File: config.mk
export PLATFORM = sky130hd
export DESIGN_NAME = dpath_trig_chan
export DESIGN_NICKNAME = d
export VERILOG_FILES = /design/src/rtl/trig_chan_pkg.sv /design/src/rtl/trig_rst_sync.sv /design/src/rtl/trig_chan_regs.sv /design/src/rtl/trig_delay_counter.sv /design/src/rtl/trig_path.sv /design/src/rtl/dpath_trig_chan.sv
export SDC_FILE = /design/constraint.sdc
export NUM_CORES = 1
export LEC_CHECK = 0
export ABC_AREA = 1
export ABC_CLOCK_PERIOD_IN_PS = 2500
export BUFFER_PORTS_ARGS = -buffer_cell sky130_fd_sc_hd__buf_2
export CAP_MARGIN = 20
export CORE_UTILIZATION = 50
export CTS_CLUSTER_SIZE = 25
export DETAILED_ROUTE_END_ITERATION = 8
export PLACE_DENSITY = 0.75
export SETUP_SLACK_MARGIN = 0.2
export SYNTH_ARGS = -nofsm -noshare
export SYNTH_HDL_FRONTEND = slang
export SYNTH_SLANG_ARGS = --single-unit
File: constraint.sdc
create_clock -name clk -period 2.5 [get_ports clk]
set_input_delay 0.125 -clock clk [delete_from_list [all_inputs] [get_ports clk]]
set_output_delay 0.125 -clock clk [all_outputs]
set_load 0.05 [all_outputs]
File: src/rtl/trig_chan_pkg.sv
package trig_chan_pkg;
  localparam int REG_W  = 16;
  localparam int NPATH  = 2;
  localparam int PATH_A = 0;
  localparam int PATH_B = 1;

  localparam logic [1:0] ADDR_CTRL  = 2'd0;
  localparam logic [1:0] ADDR_DLY_A = 2'd1;
  localparam logic [1:0] ADDR_DLY_B = 2'd2;

  localparam int ERR_A_BIT = 15;
  localparam int ERR_B_BIT = 14;
  localparam int SEL_A_LSB = 4;
  localparam int SEL_B_LSB = 2;
  localparam int EN_A_BIT  = 1;
  localparam int EN_B_BIT  = 0;

  typedef enum logic [1:0] {
    OSEL_BYPASS = 2'b00,
    OSEL_DELAY  = 2'b01,
    OSEL_RSV2   = 2'b10,
    OSEL_RSV3   = 2'b11
  } osel_e;
endpackage

File: src/rtl/trig_rst_sync.sv
module trig_rst_sync (
  input  logic clk,
  input  logic rst_n,
  output logic rst_sync_n
);
  logic [1:0] sync_q;

  always_ff @(posedge clk or negedge rst_n) begin
    if (!rst_n) sync_q <= 2'b00;
    else        sync_q <= {sync_q[0], 1'b1};
  end

  assign rst_sync_n = sync_q[1];
endmodule

File: src/rtl/trig_chan_regs.sv
module trig_chan_regs
  import trig_chan_pkg::*;
#(
  parameter int CNT_W = 16
) (
  input  logic                        clk,
  input  logic                        rst_n,
  input  logic                        wr,
  input  logic [1:0]                  addr,
  input  logic [REG_W-1:0]            wdata,
  input  logic [NPATH-1:0]            err_set,
  output logic [REG_W-1:0]            rdata,
  output logic [NPATH-1:0]            en_o,
  output logic [NPATH-1:0][1:0]       sel_o,
  output logic [NPATH-1:0][CNT_W-1:0] dly_o,
  output logic [NPATH-1:0]            err_o
);
  logic [NPATH-1:0]            en_q, en_d;
  logic [NPATH-1:0][1:0]       sel_q, sel_d;
  logic [NPATH-1:0][CNT_W-1:0] dly_q, dly_d;
  logic [NPATH-1:0]            err_q, err_d;
  logic [NPATH-1:0]            err_clr;
  logic                        ctrl_we, dly_a_we, dly_b_we, cfg_ce;

  assign ctrl_we  = wr && (addr == ADDR_CTRL);
  assign dly_a_we = wr && (addr == ADDR_DLY_A);
  assign dly_b_we = wr && (addr == ADDR_DLY_B);
  assign cfg_ce   = ctrl_we || dly_a_we || dly_b_we;

  always_comb begin
    en_d    = en_q;
    sel_d   = sel_q;
    dly_d   = dly_q;
    err_clr = '0;
    if (ctrl_we) begin
      en_d[PATH_A]       = wdata[EN_A_BIT];
      en_d[PATH_B]       = wdata[EN_B_BIT];
      sel_d[PATH_A]      = wdata[SEL_A_LSB +: 2];
      sel_d[PATH_B]      = wdata[SEL_B_LSB +: 2];
      err_clr[PATH_A]    = wdata[ERR_A_BIT];
      err_clr[PATH_B]    = wdata[ERR_B_BIT];
    end
    if (dly_a_we) dly_d[PATH_A] = wdata[CNT_W-1:0];
    if (dly_b_we) dly_d[PATH_B] = wdata[CNT_W-1:0];
    // a fresh error outranks a clearing write in the same cycle
    err_d = err_set | (err_q & ~err_clr);
  end

  always_ff @(posedge clk or negedge rst_n) begin
    if (!rst_n) begin
      en_q  <= '0;
      sel_q <= '0;
      dly_q <= '0;
    end else if (cfg_ce) begin
      en_q  <= en_d;
      sel_q <= sel_d;
      dly_q <= dly_d;
    end
  end

  always_ff @(posedge clk or negedge rst_n) begin
    if (!rst_n) err_q <= '0;
    else        err_q <= err_d;
  end

  always_comb begin
    rdata = '0;
    case (addr)
      ADDR_CTRL: begin
        rdata[ERR_A_BIT]       = err_q[PATH_A];
        rdata[ERR_B_BIT]       = err_q[PATH_B];
        rdata[SEL_A_LSB +: 2]  = sel_q[PATH_A];
        rdata[SEL_B_LSB +: 2]  = sel_q[PATH_B];
        rdata[EN_A_BIT]        = en_q[PATH_A];
        rdata[EN_B_BIT]        = en_q[PATH_B];
      end
      ADDR_DLY_A: rdata = REG_W'(dly_q[PATH_A]);
      ADDR_DLY_B: rdata = REG_W'(dly_q[PATH_B]);
      default:    rdata = '0;
    endcase
  end

  assign en_o  = en_q;
  assign sel_o = sel_q;
  assign dly_o = dly_q;
  assign err_o = err_q;
endmodule

File: src/rtl/trig_delay_counter.sv
module trig_delay_counter #(
  parameter int CNT_W = 16
) (
  input  logic             clk,
  input  logic             rst_n,
  input  logic             start,
  output logic [CNT_W-1:0] cnt_o,
  output logic             run_o
);
  localparam logic [CNT_W-1:0] CNT_MAX = {CNT_W{1'b1}};

  logic [CNT_W-1:0] cnt_q, cnt_d;
  logic             run_q, run_d;
  logic             cnt_ce;

  assign cnt_ce = start || run_q;

  always_comb begin
    cnt_d = cnt_q;
    run_d = run_q;
    if (start) begin
      cnt_d = '0;
      run_d = 1'b1;
    end else if (run_q) begin
      if (cnt_q == CNT_MAX) run_d = 1'b0;
      else                  cnt_d = cnt_q + 1'b1;
    end
  end

  always_ff @(posedge clk or negedge rst_n) begin
    if (!rst_n) begin
      cnt_q <= '0;
      run_q <= 1'b0;
    end else if (cnt_ce) begin
      cnt_q <= cnt_d;
      run_q <= run_d;
    end
  end

  assign cnt_o = cnt_q;
  assign run_o = run_q;
endmodule

File: src/rtl/trig_path.sv
module trig_path
  import trig_chan_pkg::*;
#(
  parameter int CNT_W = 16
) (
  input  logic             clk,
  input  logic             rst_n,
  input  logic             en,
  input  logic [1:0]       sel,
  input  logic [CNT_W-1:0] dly,
  input  logic [CNT_W-1:0] cnt,
  input  logic             run,
  input  logic             start,
  input  logic             conv_done,
  input  logic             other_busy,
  output logic             pretrig_o,
  output logic             trig_o,
  output logic             busy_o,
  output logic             seq_err_o
);
  osel_e mode;
  logic  active, bypass_ev, expire_ev;
  logic  pre_q, pre_d, trig_q, trig_d, busy_q, busy_d;

  assign mode      = osel_e'(sel);
  assign active    = en && (mode == OSEL_BYPASS || mode == OSEL_DELAY);
  assign bypass_ev = start && active && (mode == OSEL_BYPASS);
  assign expire_ev = run && (cnt == dly) && active && (mode == OSEL_DELAY);
  assign seq_err_o = expire_ev && other_busy;

  always_comb begin
    trig_d = bypass_ev || expire_ev;
    pre_d  = start ? active : pre_q;
    if (trig_d)         busy_d = 1'b1;
    else if (conv_done) busy_d = 1'b0;
    else                busy_d = busy_q;
  end

  always_ff @(posedge clk or negedge rst_n) begin
    if (!rst_n) begin
      pre_q  <= 1'b0;
      trig_q <= 1'b0;
      busy_q <= 1'b0;
    end else begin
      pre_q  <= pre_d;
      trig_q <= trig_d;
      busy_q <= busy_d;
    end
  end

  assign pretrig_o = pre_q && active;
  assign trig_o    = trig_q && active;
  assign busy_o    = busy_q;
endmodule

File: src/rtl/dpath_trig_chan.sv
module dpath_trig_chan
  import trig_chan_pkg::*;
#(
  parameter int CNT_W = 16
) (
  input  logic             clk,
  input  logic             rst_n,
  input  logic             reg_wr,
  input  logic [1:0]       reg_addr,
  input  logic [REG_W-1:0] reg_wdata,
  output logic [REG_W-1:0] reg_rdata,
  input  logic             start,
  input  logic             conv_done,
  output logic             pretrig_a,
  output logic             trig_a,
  output logic             pretrig_b,
  output logic             trig_b,
  output logic             seq_irq
);
  logic                        rst_int_n;
  logic [NPATH-1:0]            path_en;
  logic [NPATH-1:0][1:0]       path_sel;
  logic [NPATH-1:0][CNT_W-1:0] path_dly;
  logic [NPATH-1:0]            err_flag;
  logic [NPATH-1:0]            path_busy;
  logic [NPATH-1:0]            path_err;
  logic [NPATH-1:0]            path_pre;
  logic [NPATH-1:0]            path_trig;
  logic [CNT_W-1:0]            cnt;
  logic                        run;

  trig_rst_sync u_rst (
    .clk        (clk),
    .rst_n      (rst_n),
    .rst_sync_n (rst_int_n)
  );

  trig_chan_regs #(.CNT_W(CNT_W)) u_regs (
    .clk     (clk),
    .rst_n   (rst_int_n),
    .wr      (reg_wr),
    .addr    (reg_addr),
    .wdata   (reg_wdata),
    .err_set (path_err),
    .rdata   (reg_rdata),
    .en_o    (path_en),
    .sel_o   (path_sel),
    .dly_o   (path_dly),
    .err_o   (err_flag)
  );

  trig_delay_counter #(.CNT_W(CNT_W)) u_cnt (
    .clk   (clk),
    .rst_n (rst_int_n),
    .start (start),
    .cnt_o (cnt),
    .run_o (run)
  );

  for (genvar p = 0; p < NPATH; p++) begin : g_path
    trig_path #(.CNT_W(CNT_W)) u_path (
      .clk        (clk),
      .rst_n      (rst_int_n),
      .en         (path_en[p]),
      .sel        (path_sel[p]),
      .dly        (path_dly[p]),
      .cnt        (cnt),
      .run        (run),
      .start      (start),
      .conv_done  (conv_done),
      .other_busy (path_busy[NPATH-1-p]),
      .pretrig_o  (path_pre[p]),
      .trig_o     (path_trig[p]),
      .busy_o     (path_busy[p]),
      .seq_err_o  (path_err[p])
    );
  end

  assign pretrig_a = path_pre[PATH_A];
  assign trig_a    = path_trig[PATH_A];
  assign pretrig_b = path_pre[PATH_B];
  assign trig_b    = path_trig[PATH_B];
  assign seq_irq   = |err_flag;
endmodule

==> out/qor.yml <==
cts_resized: 0
die_w_um: 90.1
synth_simple_gate_area_frac: 0.328
dieArea_mm2: 0.00812
holdPathStages: 3
fmax_mhz: 490
slew_headroom: 0.490
synth_commonest_cells: "196 x nand2_1, 77 x inv_1, 65 x dfrtp_1, 53 x o21ai_0, 38 x nor2_1"
synth_ff_type: "dfrtp_1"
grt_max_degree: 41
io_buffer_count: 43
ys_ff_latch: 65
async_flop_share: 1.00
yosysTopAreaCell: "dfrtp_1"
area_growth_pct: 12.7
synth.most_common_cell: "nand2_1"
worstPathCellList: "ha_1 > nand2_4 > nor2_4 > nand2_4 > nor2_4 > nor2_2 > nand4_1 > o21ai_2"
fin_cells: 694
synth_top_family_by_area: "simple AND/OR/NAND/NOR gates"
tightest_slew_ns: 0.765
syn_nets: 577
clockBufferDepth: 2
drive_above_1_share: 0.158
synthTopCellsByArea: "dfrtp_1 42%, nand2_1 19%, inv_1 7.4%"
synth_top_area_share: 0.419
place_ws_ns: 0.539
synth_compound_area_frac: 0.110
synthCells: 549
start_util: 0.527
clkTransAtPathRegs_ns: 0.08
start_kind: "flip-flop"
layout_setup_ws_ns: 0.458
synthDistinctLibCells: 25
hold_end: "u_regs.dly_o[27]"
cp-end-kind: "flip-flop"
overflow: 0
r2r-end: "u_cnt.cnt_o[12]"
gp_congestion: 0.851
dp_hpwl_um: 6880
powerDensity_mw_per_mm2: 637
r2r-start: "u_cnt.cnt_o[1]"
seq_area_frac_synth: 0.419
nNetsFinal: 618
io_pins: 44
synthMuxAreaShare: 0
postCtsSetupRepairBufs: 0
outcome: "complete, no violations"
syn_area_per_cell_um2: 7.07
first_pass_iters: 5
period_minus_slack_ns: 2.04
reg2reg_depth: 8
grt_pass1_wl_um: 15900
cp_slowest_cell: "nor2_2"
wl_um: 9410
insertion_delay_ns: 0.36
grt_usage: 0.247
cts_sinks: 65
drv_slew: 0
core_area_mm2: 0.00737
drv_cap: 0
antennaDiodeCount: 0
fp.dieH_um: 90.1
hold_violations: 0
ys_warn_count: 0
holdCritStartpoint: "reg_wdata[11]"
synth_xor_area_frac: 0.0203
rrSetupSlack_ns: 0.46
min_period_over_period: 0.817
setup_tns_ns: 0
leakagePower_nw: 2.33
first_global_vias: 3271
htreeDepth: 3
irDropWorstVdd_v: 0.000433
critPathArrivalTime_ns: 2.32
root_buffer: "clkbuf_8"
crit_required_ns: 2.78
critPathKind: "reg2reg"
crit_fanout: 13
via_per_inst: 5.22
syn_area_mm2: 0.00388
min_path_type: "in2reg"
vias: 3620
cts_made_buffers: 9
rows: 31
wl_per_cell_um: 13.6
skew_ns: 0.0130
ant_nets: 0
synthAdderAreaFrac: 0.0161
drt_iter0_markers: 257
rsz0062_at_grt: "no"
drc: 0
grt_antenna_before_repair: 0
synth_edf_count: 0
max_stage_delay_ns: 0.58
setup_violations: 0
cts_tree: "built"
place_inst: 677
cells in the final DEF, fill, tap and decap left out, drive strengths merged, types with 2 or more instances in the layout:
| cell type | netlist | routed |
|---|---|---|
| nand4 | 16 | 16 |
| ha | 5 | 5 |
| xor2 | 2 | 2 |
| xnor2 | 7 | 7 |
| nand3 | 28 | 28 |
| nand2 | 202 | 202 |
| buf | 7 | 48 |
| o21ai | 67 | 67 |
| nor2 | 45 | 45 |
| dfrtp | 65 | 65 |
| or2 | 4 | 4 |
| a21oi | 9 | 9 |
| clkbuf | 12 | 14 |
| inv | 79 | 79 |
critical path, delay by kind of cell, from the launching register on:
kind | cells | cell delay [ns]
DFF | 1 | 0.47
AOI/OAI and AO/OA | 1 | 0.11
adders and majority gates | 1 | 0.28
and+or+nand+nor | 6 | 1.10
state kept, by name, summed over array words and instances, names as in the netlist:
name                  cells
g_path.u_path.busy_o      2
g_path.u_path.pre_q       2
g_path.u_path.trig_q      2
u_cnt.cnt_o              16
u_cnt.run_o               1
u_regs.dly_o             32
u_regs.en_o               2
u_regs.err_o              2
u_regs.sel_o              4
u_rst.sync_q              2
repair_timing:
item,4_1_cts,5_1_grt
hold buffers,1,0
endpoints found under the hold margin,2,0
endpoints found under the setup margin,0,0
logic make-up (layout without fill, tap and decap cells):
kind of cell	Yosys count	count (layout)
other	1	1
buffers and inverters	98	144
adder cells (fa/ha/maj)	5	5
AO/OA/AOI/OAI	76	76
AND/OR/NAND/NOR	295	295
flip-flops	65	65
XOR/XNOR	9	9
where the power goes:
part	switching, W	internal, W
sequential	0.000137	0.00117
clock	0.000405	0.000542
combinational	0.000353	0.000181
total	0.000895	0.00189
final cells by class:
| cell class | count | area [um2] |
|---|---|---|
| Clock buffer | 14 | 173 |
| Clock inverter | 2 | 35.0 |
| Fill cell | 691 | 2990 |
| Inverter | 79 | 297 |
| Multi-Input combinational cell | 386 | 1840 |
| Sequential cell | 65 | 1630 |
| Tap cell | 99 | 124 |
| Timing Repair Buffer | 49 | 275 |
worst max path at each step:
stage | start | endpoint | slack, ns | depth (start not counted)
2_1_floorplan | u_rst.sync_q[1] | g_path[0].u_path.busy_o | 0.56 | 0
3_3_place_gp | u_cnt.cnt_o[1] | u_cnt.cnt_o[4] | 0.65 | 8
3_5_place_dp | u_cnt.cnt_o[1] | u_cnt.cnt_o[10] | 0.54 | 8
4_1_cts | u_cnt.cnt_o[1] | u_cnt.cnt_o[12] | 0.50 | 8
5_1_grt | u_cnt.cnt_o[1] | u_cnt.cnt_o[12] | 0.34 | 8
6_report | u_cnt.cnt_o[1] | u_cnt.cnt_o[12] | 0.46 | 8
stage by stage:
| stage | hold WS, ns | power, W | utilization | area [um2] |
|---|---|---|---|---|
| after floorplan | -0.171 | 0.00169 | - | 3880 |
| after global placement | -0.0907 | 0.00184 | 0.564 | 4160 |
| after detailed placement | -0.0879 | 0.00185 | 0.564 | 4160 |
| after CTS | 0.0369 | 0.00279 | 0.594 | 4380 |
| after global routing | 0.0680 | 0.00292 | 0.594 | 4380 |
| final | 0.0417 | 0.00279 | 0.594 | 4380 |
layer usage:
metal,up-vias,share of wire,GRT usage
met5,-,0,0
met4,0,0.014,0.0968
met3,14,0.058,0.0355
met2,132,0.46,0.365
met1,1688,0.47,0.366
li1,1786,-,-
(Power assumes the default switching activity.)
